==> config.mk <==
export PLATFORM = sky130hd
export DESIGN_NAME = i2c_mode_ctrl
export DESIGN_NICKNAME = d
export VERILOG_FILES = /design/src/rtl/i2c_mode_pkg.sv /design/src/rtl/mode_edge_det.sv /design/src/rtl/mode_bit_cell.sv /design/src/rtl/i2c_mode_ctrl.sv
export SDC_FILE = /design/constraint.sdc
export NUM_CORES = 1
export LEC_CHECK = 0
export BUFFER_PORTS_ARGS = -buffer_cell sky130_fd_sc_hd__buf_2
export CAP_MARGIN = 15
export CORE_AREA = 2 2 39 41
export DETAILED_ROUTE_END_ITERATION = 8
export DIE_AREA = 0 0 41 43
export HOLD_SLACK_MARGIN = 0.05
export PLACE_DENSITY = 0.56
export SLEW_MARGIN = 20
export SYNTH_ARGS = -nofsm -noshare
export SYNTH_HDL_FRONTEND = slang
export SYNTH_SLANG_ARGS = --single-unit
export TNS_END_PERCENT = 10
==> constraint.sdc <==
create_clock -name clk_i -period 1.7 [get_ports clk_i]
set_input_delay 0.425 -clock clk_i [delete_from_list [all_inputs] [get_ports clk_i]]
set_output_delay 0.425 -clock clk_i [all_outputs]
set_load 0.01 [all_outputs]
==> src/rtl/i2c_mode_pkg.sv <==
package i2c_mode_pkg;
  localparam int MST_POS = 5;
  localparam int TRS_POS = 4;
  localparam int NBITS   = 2;
  localparam int IDX_MST = 1;
  localparam int IDX_TRS = 0;

  typedef enum logic [1:0] {
    MODE_SLV_RX = 2'b00,
    MODE_SLV_TX = 2'b01,
    MODE_MST_RX = 2'b10,
    MODE_MST_TX = 2'b11
  } mode_e;
endpackage

==> src/rtl/mode_edge_det.sv <==
module mode_edge_det (
  input  logic clk_i,
  input  logic rst_ni,
  input  logic sig_i,
  output logic fall_o
);
  logic sig_q;

  always_ff @(posedge clk_i or negedge rst_ni) begin
    if (!rst_ni) sig_q <= 1'b0;
    else         sig_q <= sig_i;
  end

  assign fall_o = sig_q & ~sig_i;
endmodule

==> src/rtl/mode_bit_cell.sv <==
module mode_bit_cell (
  input  logic clk_i,
  input  logic rst_ni,
  input  logic hw_set_i,
  input  logic hw_clr_i,
  input  logic rd_i,
  input  logic wr_i,
  input  logic wd_i,
  output logic q_o
);
  logic q_q, lock_q;

  always_ff @(posedge clk_i or negedge rst_ni) begin
    if (!rst_ni) begin
      q_q    <= 1'b0;
      lock_q <= 1'b0;
    end else if (hw_clr_i || hw_set_i) begin
      q_q    <= ~hw_clr_i;  // clear beats set
      lock_q <= 1'b1;
    end else begin
      if (wr_i && !lock_q) q_q <= wd_i;
      if (rd_i) lock_q <= 1'b0;
    end
  end

  assign q_o = q_q;
endmodule

==> src/rtl/i2c_mode_ctrl.sv <==
module i2c_mode_ctrl
  import i2c_mode_pkg::*;
#(
  parameter int DATA_W = 8
) (
  input  logic              clk_i,
  input  logic              rst_ni,
  input  logic              cpu_wr_i,
  input  logic              cpu_rd_i,
  input  logic [DATA_W-1:0] cpu_wdata_i,
  output logic [DATA_W-1:0] cpu_rdata_o,
  input  logic              arb_lost_i,
  input  logic              slv_vld_i,
  input  logic              slv_rw_i,
  input  logic              sw_i,
  output logic              mst_o,
  output logic              trs_o,
  output logic [1:0]        mode_o
);
  logic              sw_fall, arb_hit, slv_set;
  logic [NBITS-1:0]  hw_set, hw_clr, bit_q;

  mode_edge_det u_sw_edge (
    .clk_i  (clk_i),
    .rst_ni (rst_ni),
    .sig_i  (sw_i),
    .fall_o (sw_fall)
  );

  assign arb_hit = arb_lost_i & bit_q[IDX_MST];
  assign slv_set = slv_vld_i & slv_rw_i & ~bit_q[IDX_MST];

  assign hw_clr[IDX_MST] = arb_hit;
  assign hw_set[IDX_MST] = 1'b0;
  assign hw_clr[IDX_TRS] = arb_hit | sw_fall;
  assign hw_set[IDX_TRS] = slv_set;

  for (genvar g = 0; g < NBITS; g++) begin : g_bit
    localparam int POS = (g == IDX_MST) ? MST_POS : TRS_POS;
    mode_bit_cell u_cell (
      .clk_i    (clk_i),
      .rst_ni   (rst_ni),
      .hw_set_i (hw_set[g]),
      .hw_clr_i (hw_clr[g]),
      .rd_i     (cpu_rd_i),
      .wr_i     (cpu_wr_i),
      .wd_i     (cpu_wdata_i[POS]),
      .q_o      (bit_q[g])
    );
  end

  always_comb begin
    cpu_rdata_o          = '0;
    cpu_rdata_o[MST_POS] = bit_q[IDX_MST];
    cpu_rdata_o[TRS_POS] = bit_q[IDX_TRS];
  end

  assign mst_o  = bit_q[IDX_MST];
  assign trs_o  = bit_q[IDX_TRS];
  assign mode_o = mode_e'({bit_q[IDX_MST], bit_q[IDX_TRS]});
endmodule

======== Word level (Yosys, flattened, before mapping) ========
Index checks and enable logic that the tools add are counted.
storage, ports and cells
  flip-flop bits (word level) ............. 5
  input bits .............................. 16
  output and inout port bits .............. 12
  logic and storage cells ................. 30
operators by class
  multiplexer cells ....................... 7
  bitwise logic cells ..................... 9
  reductions and logical operators ........ 9
operator list
  kind                count
  2-bit nonzero test  4
  1-bit 2-to-1 mux    7
  1-bit AND           4
  1-bit inverter      4
  1-bit logical AND   2
  1-bit zero test     2
  1-bit logical OR    1
  1-bit OR            1

======== Depth between registers and ports, before layout ========
  word-level depth ........................ 5
  depth in mapped cells ................... 3
  depth with buffers taken out ............ 3

======== Modules after synthesis ========
Synthesis repeated with hierarchy kept, for this count alone.
second synthesis, totals
  cells, all modules ...................... 34
  area total of the unflattened synthesis .. 342.8 um^2
modules (own cells, without submodules)
  module         times used  cells each  area an instance (um^2)  seq. area each (um^2)
  mode_bit_cell  2           9           100.1                    50.0
  i2c_mode_ctrl  1           14          103.8                    0.0
  mode_edge_det  1           2           38.8                     25.0

======== Worst setup path after synthesis ========
Ideal clock, no wire load.
  kind .................................... register -> output
  start ................................... register g_bit[1].u_cell.q_q
  end ..................................... output cpu_rdata_o[5]
  arrival time ............................ 0.587 ns
  data required time ...................... 1.275 ns
  path slack .............................. 0.688 ns
  stages on the path, launching flop included .. 2
  buffers on the path ..................... 1
  cells stage by stage .................... dfrtp_1 buf_4
RTL lines
  element                 RTL line             source
  start, declared         mode_bit_cell.sv:11  logic q_q, lock_q;
  start signal, assigned  mode_bit_cell.sv:18  q_q <= ~hw_clr_i;
  start signal, assigned  mode_bit_cell.sv:21  if (wr_i && !lock_q) q_q <= wd_i;
  end, declared           i2c_mode_ctrl.sv:11  output logic [DATA_W-1:0] cpu_rdata_o,
No word-level cell between the ends.

======== Worst setup path in the final report ========
  start ................................... register g_bit[1].u_cell.q_q
  end ..................................... output mst_o
RTL lines
  element        RTL line             source
  end, declared  i2c_mode_ctrl.sv:16  output logic mst_o,
No word-level cell between the ends.

==> results.cfg <==
[clock_network]
cts-root-buf = clkbuf_4
htreeDepth = 1
cts_resized = 0
holdBufCountCts = 1
clk_pin_slew_ns = 0.04
clock_latency_ns = 0.24
clock_sinks = 5
cts_made_buffers = 3
cts_tree = built
cts_setup_buffers = 0
cts_buffer_depth = 2

[synth]
yosysSeqAreaShare_pct = 43.3
syn_area_um2 = 289
avgSynthCellArea_um2 = 9.32
ys_types = 13
ys_seq_elements = 5
yosys_warnings = 0
syn_inst = 31

[power]
irDropWorstVdd_uv = 265
power_frac_clock_pct = 27.2
p_seq_share_pct = 37.1
combPwrFrac_pct = 35.8
power_switching_uw = 170
p_leak_uw = 0.000205
p_sw_share_pct = 33.9
intPower_uw = 332
powerDensity_nw_per_um2 = 1380

[die]
dieWidth_um = 41
coreArea_um2 = 1380
start_util_pct = 20.9
chipHeight_um = 43
rows = 14
ios = 28
dieArea_um2 = 1760

[grt]
grtUsageMet3_pct = 4.71
grt_pass1_wl_um = 779
antenna_found_initial = 0
first_global_vias = 196
overflow = 0
grt.busiest_layer = met2
use_met2_pct = 9.06
grt_usage_pct = 7.15
grt_max_degree = 7
met1_usage_pct = 7.79

[setup_path]
r2r_cells = 3
cp_data_required_time_ns = 1.27
cp_slowest_cell = dfrtp_1
slowest_delay_ns = 0.41
worstSetupPathType = flip-flop to output port
crit_cells = 1
cp.buffers_inverters = 1
crit_fanout = 6
start_kind = flip-flop
setup.worst_path.end_class = output port
crit_family = flip-flops
arrival_ns = 0.80
cp_cell_sequence = buf_2

[sta]
fmax_ghz = 0.815
period_minus_slack_ns = 1.23
drv_slew = 0
setup_viol = 0
rsz0062_at_grt = no
hold_viol = 0
skew_ns = 0.00284
post-route-period-util_pct = 72.2
fin_tns_setup_ns = 0

[final_layout]
postLayoutCoreUtil_pct = 26.3
layout.nets = 63
diodes = 0
final_cells = 62
drive_gt1_share_pct = 41.3
design_area_um2 = 364
synthToLayoutAreaGrowth_pct = 26.0

[placement]
hpwl_um = 413
place_area_um2 = 328
globalplace.congestion = 0.616
io_buffers = 15
post-place-cells = 57

[detailed_routing]
postRouteAntennaNets = 0
drt_iter0_drc = 0
route.detailed.drc = 0
drt-total-wl_um = 486
drt-vias-per-instance = 3.63
routed-via-count = 225
wl_per_cell_um = 7.84
dr.pass1.iters = 1

[hold_path]
hold_path.class = input pin to flip-flop
whs_path_depth = 1

[status]
status = finished clean

[flow_run]
max_cap_violations = 0
-- layout by cell type (no fill, tap or decap), types with 2 or more instances in the layout --
cell,Yosys,routed
a21oi_1,2,2
buf_2,0,15
clkbuf_4,0,3
conb_1,1,6
dfrtp_1,5,5
inv_1,2,2
nand3b_1,2,2
o21ai_1,3,3
-- area by class of cell --
type,instances,area [um^2]
repair buffers,16,85.1
flip-flops and latches,5,125
fillers,156,1020
clock buffers,4,26.3
multi-input cells,18,96.3
well taps,16,20.0
inverters,3,11.3
-- metrics by stage --
| stage | setup slack, ns | hold WS, ns | total power (uW) |
|---|---|---|---|
| CTS | 0.463 | 0.303 | 514 |
| floorplan | 0.688 | 0.129 | 353 |
| detailed placement | 0.701 | 0.250 | 369 |
| global placement | 0.711 | 0.246 | 367 |
| global route | 0.411 | 0.299 | 561 |
| finish | 0.473 | 0.312 | 503 |
-- state kept, by name, summed over array words and instances (netlist names) --
signal / flops
g_bit.u_cell.lock_q: 2
g_bit.u_cell.q_o: 2
u_sw_edge.sig_q: 1
-- cells in the mapped netlist --
master,n,area share [%]
a21oi_1,2,3.5
buf_4,10,26
conb_1,1,1.3
dfrtp_1,5,43
inv_1,2,2.6
inv_2,1,1.3
mux2i_1,1,3.5
nand2_1,1,1.3
nand2b_1,1,2.2
nand3b_1,2,5.2
nor2b_1,1,2.2
o21ai_1,3,5.2
or2b_1,1,2.6
-- cell families after synthesis --
| kind of cell | share of synthesized area, % |
|---|---|
| other | 1.30 |
| AO/OA/AOI/OAI | 8.66 |
| AND/OR/NAND/NOR | 13.4 |
| buffers and inverters | 29.9 |
| flip-flops | 43.3 |
| multiplexers | 3.46 |
-- power groups by stage --
stage | Combinational, uW | Sequential (uW) | Clock (uW)
3_5_place_dp | 181 | 189 | 0
6_report | 180 | 186 | 137
3_3_place_gp | 180 | 187 | 0
5_1_grt | 210 | 198 | 152
2_1_floorplan | 157 | 197 | 0
4_1_cts | 183 | 187 | 144
-- path summary, 6_finish.rpt --
kind	slack (ns)	to	from
worst max-delay path	0.47	mst_o	g_bit[1].u_cell.q_o$_DFFE_PN0P_
worst min-delay path	0.31	u_sw_edge.sig_q$_DFF_PN0_	sw_i
worst max register to register	0.84	g_bit[0].u_cell.lock_q$_DFFE_PN0P_	g_bit[1].u_cell.q_o$_DFFE_PN0P_
worst min register to register	0.51	g_bit[1].u_cell.lock_q$_DFFE_PN0P_	g_bit[1].u_cell.lock_q$_DFFE_PN0P_
max in group asynchronous	1.04	g_bit[1].u_cell.lock_q$_DFFE_PN0P_	rst_ni
min in group asynchronous	0.53	g_bit[1].u_cell.q_o$_DFFE_PN0P_	rst_ni
-- per-layer routing --
metal | up-vias | routed length [um]
li1 | 114 | -
met1 | 97 | 199
met2 | 14 | 216
met3 | 0 | 70
met4 | 0 | 0
met5 | - | 0
Power figures use the tool's default switching activity.
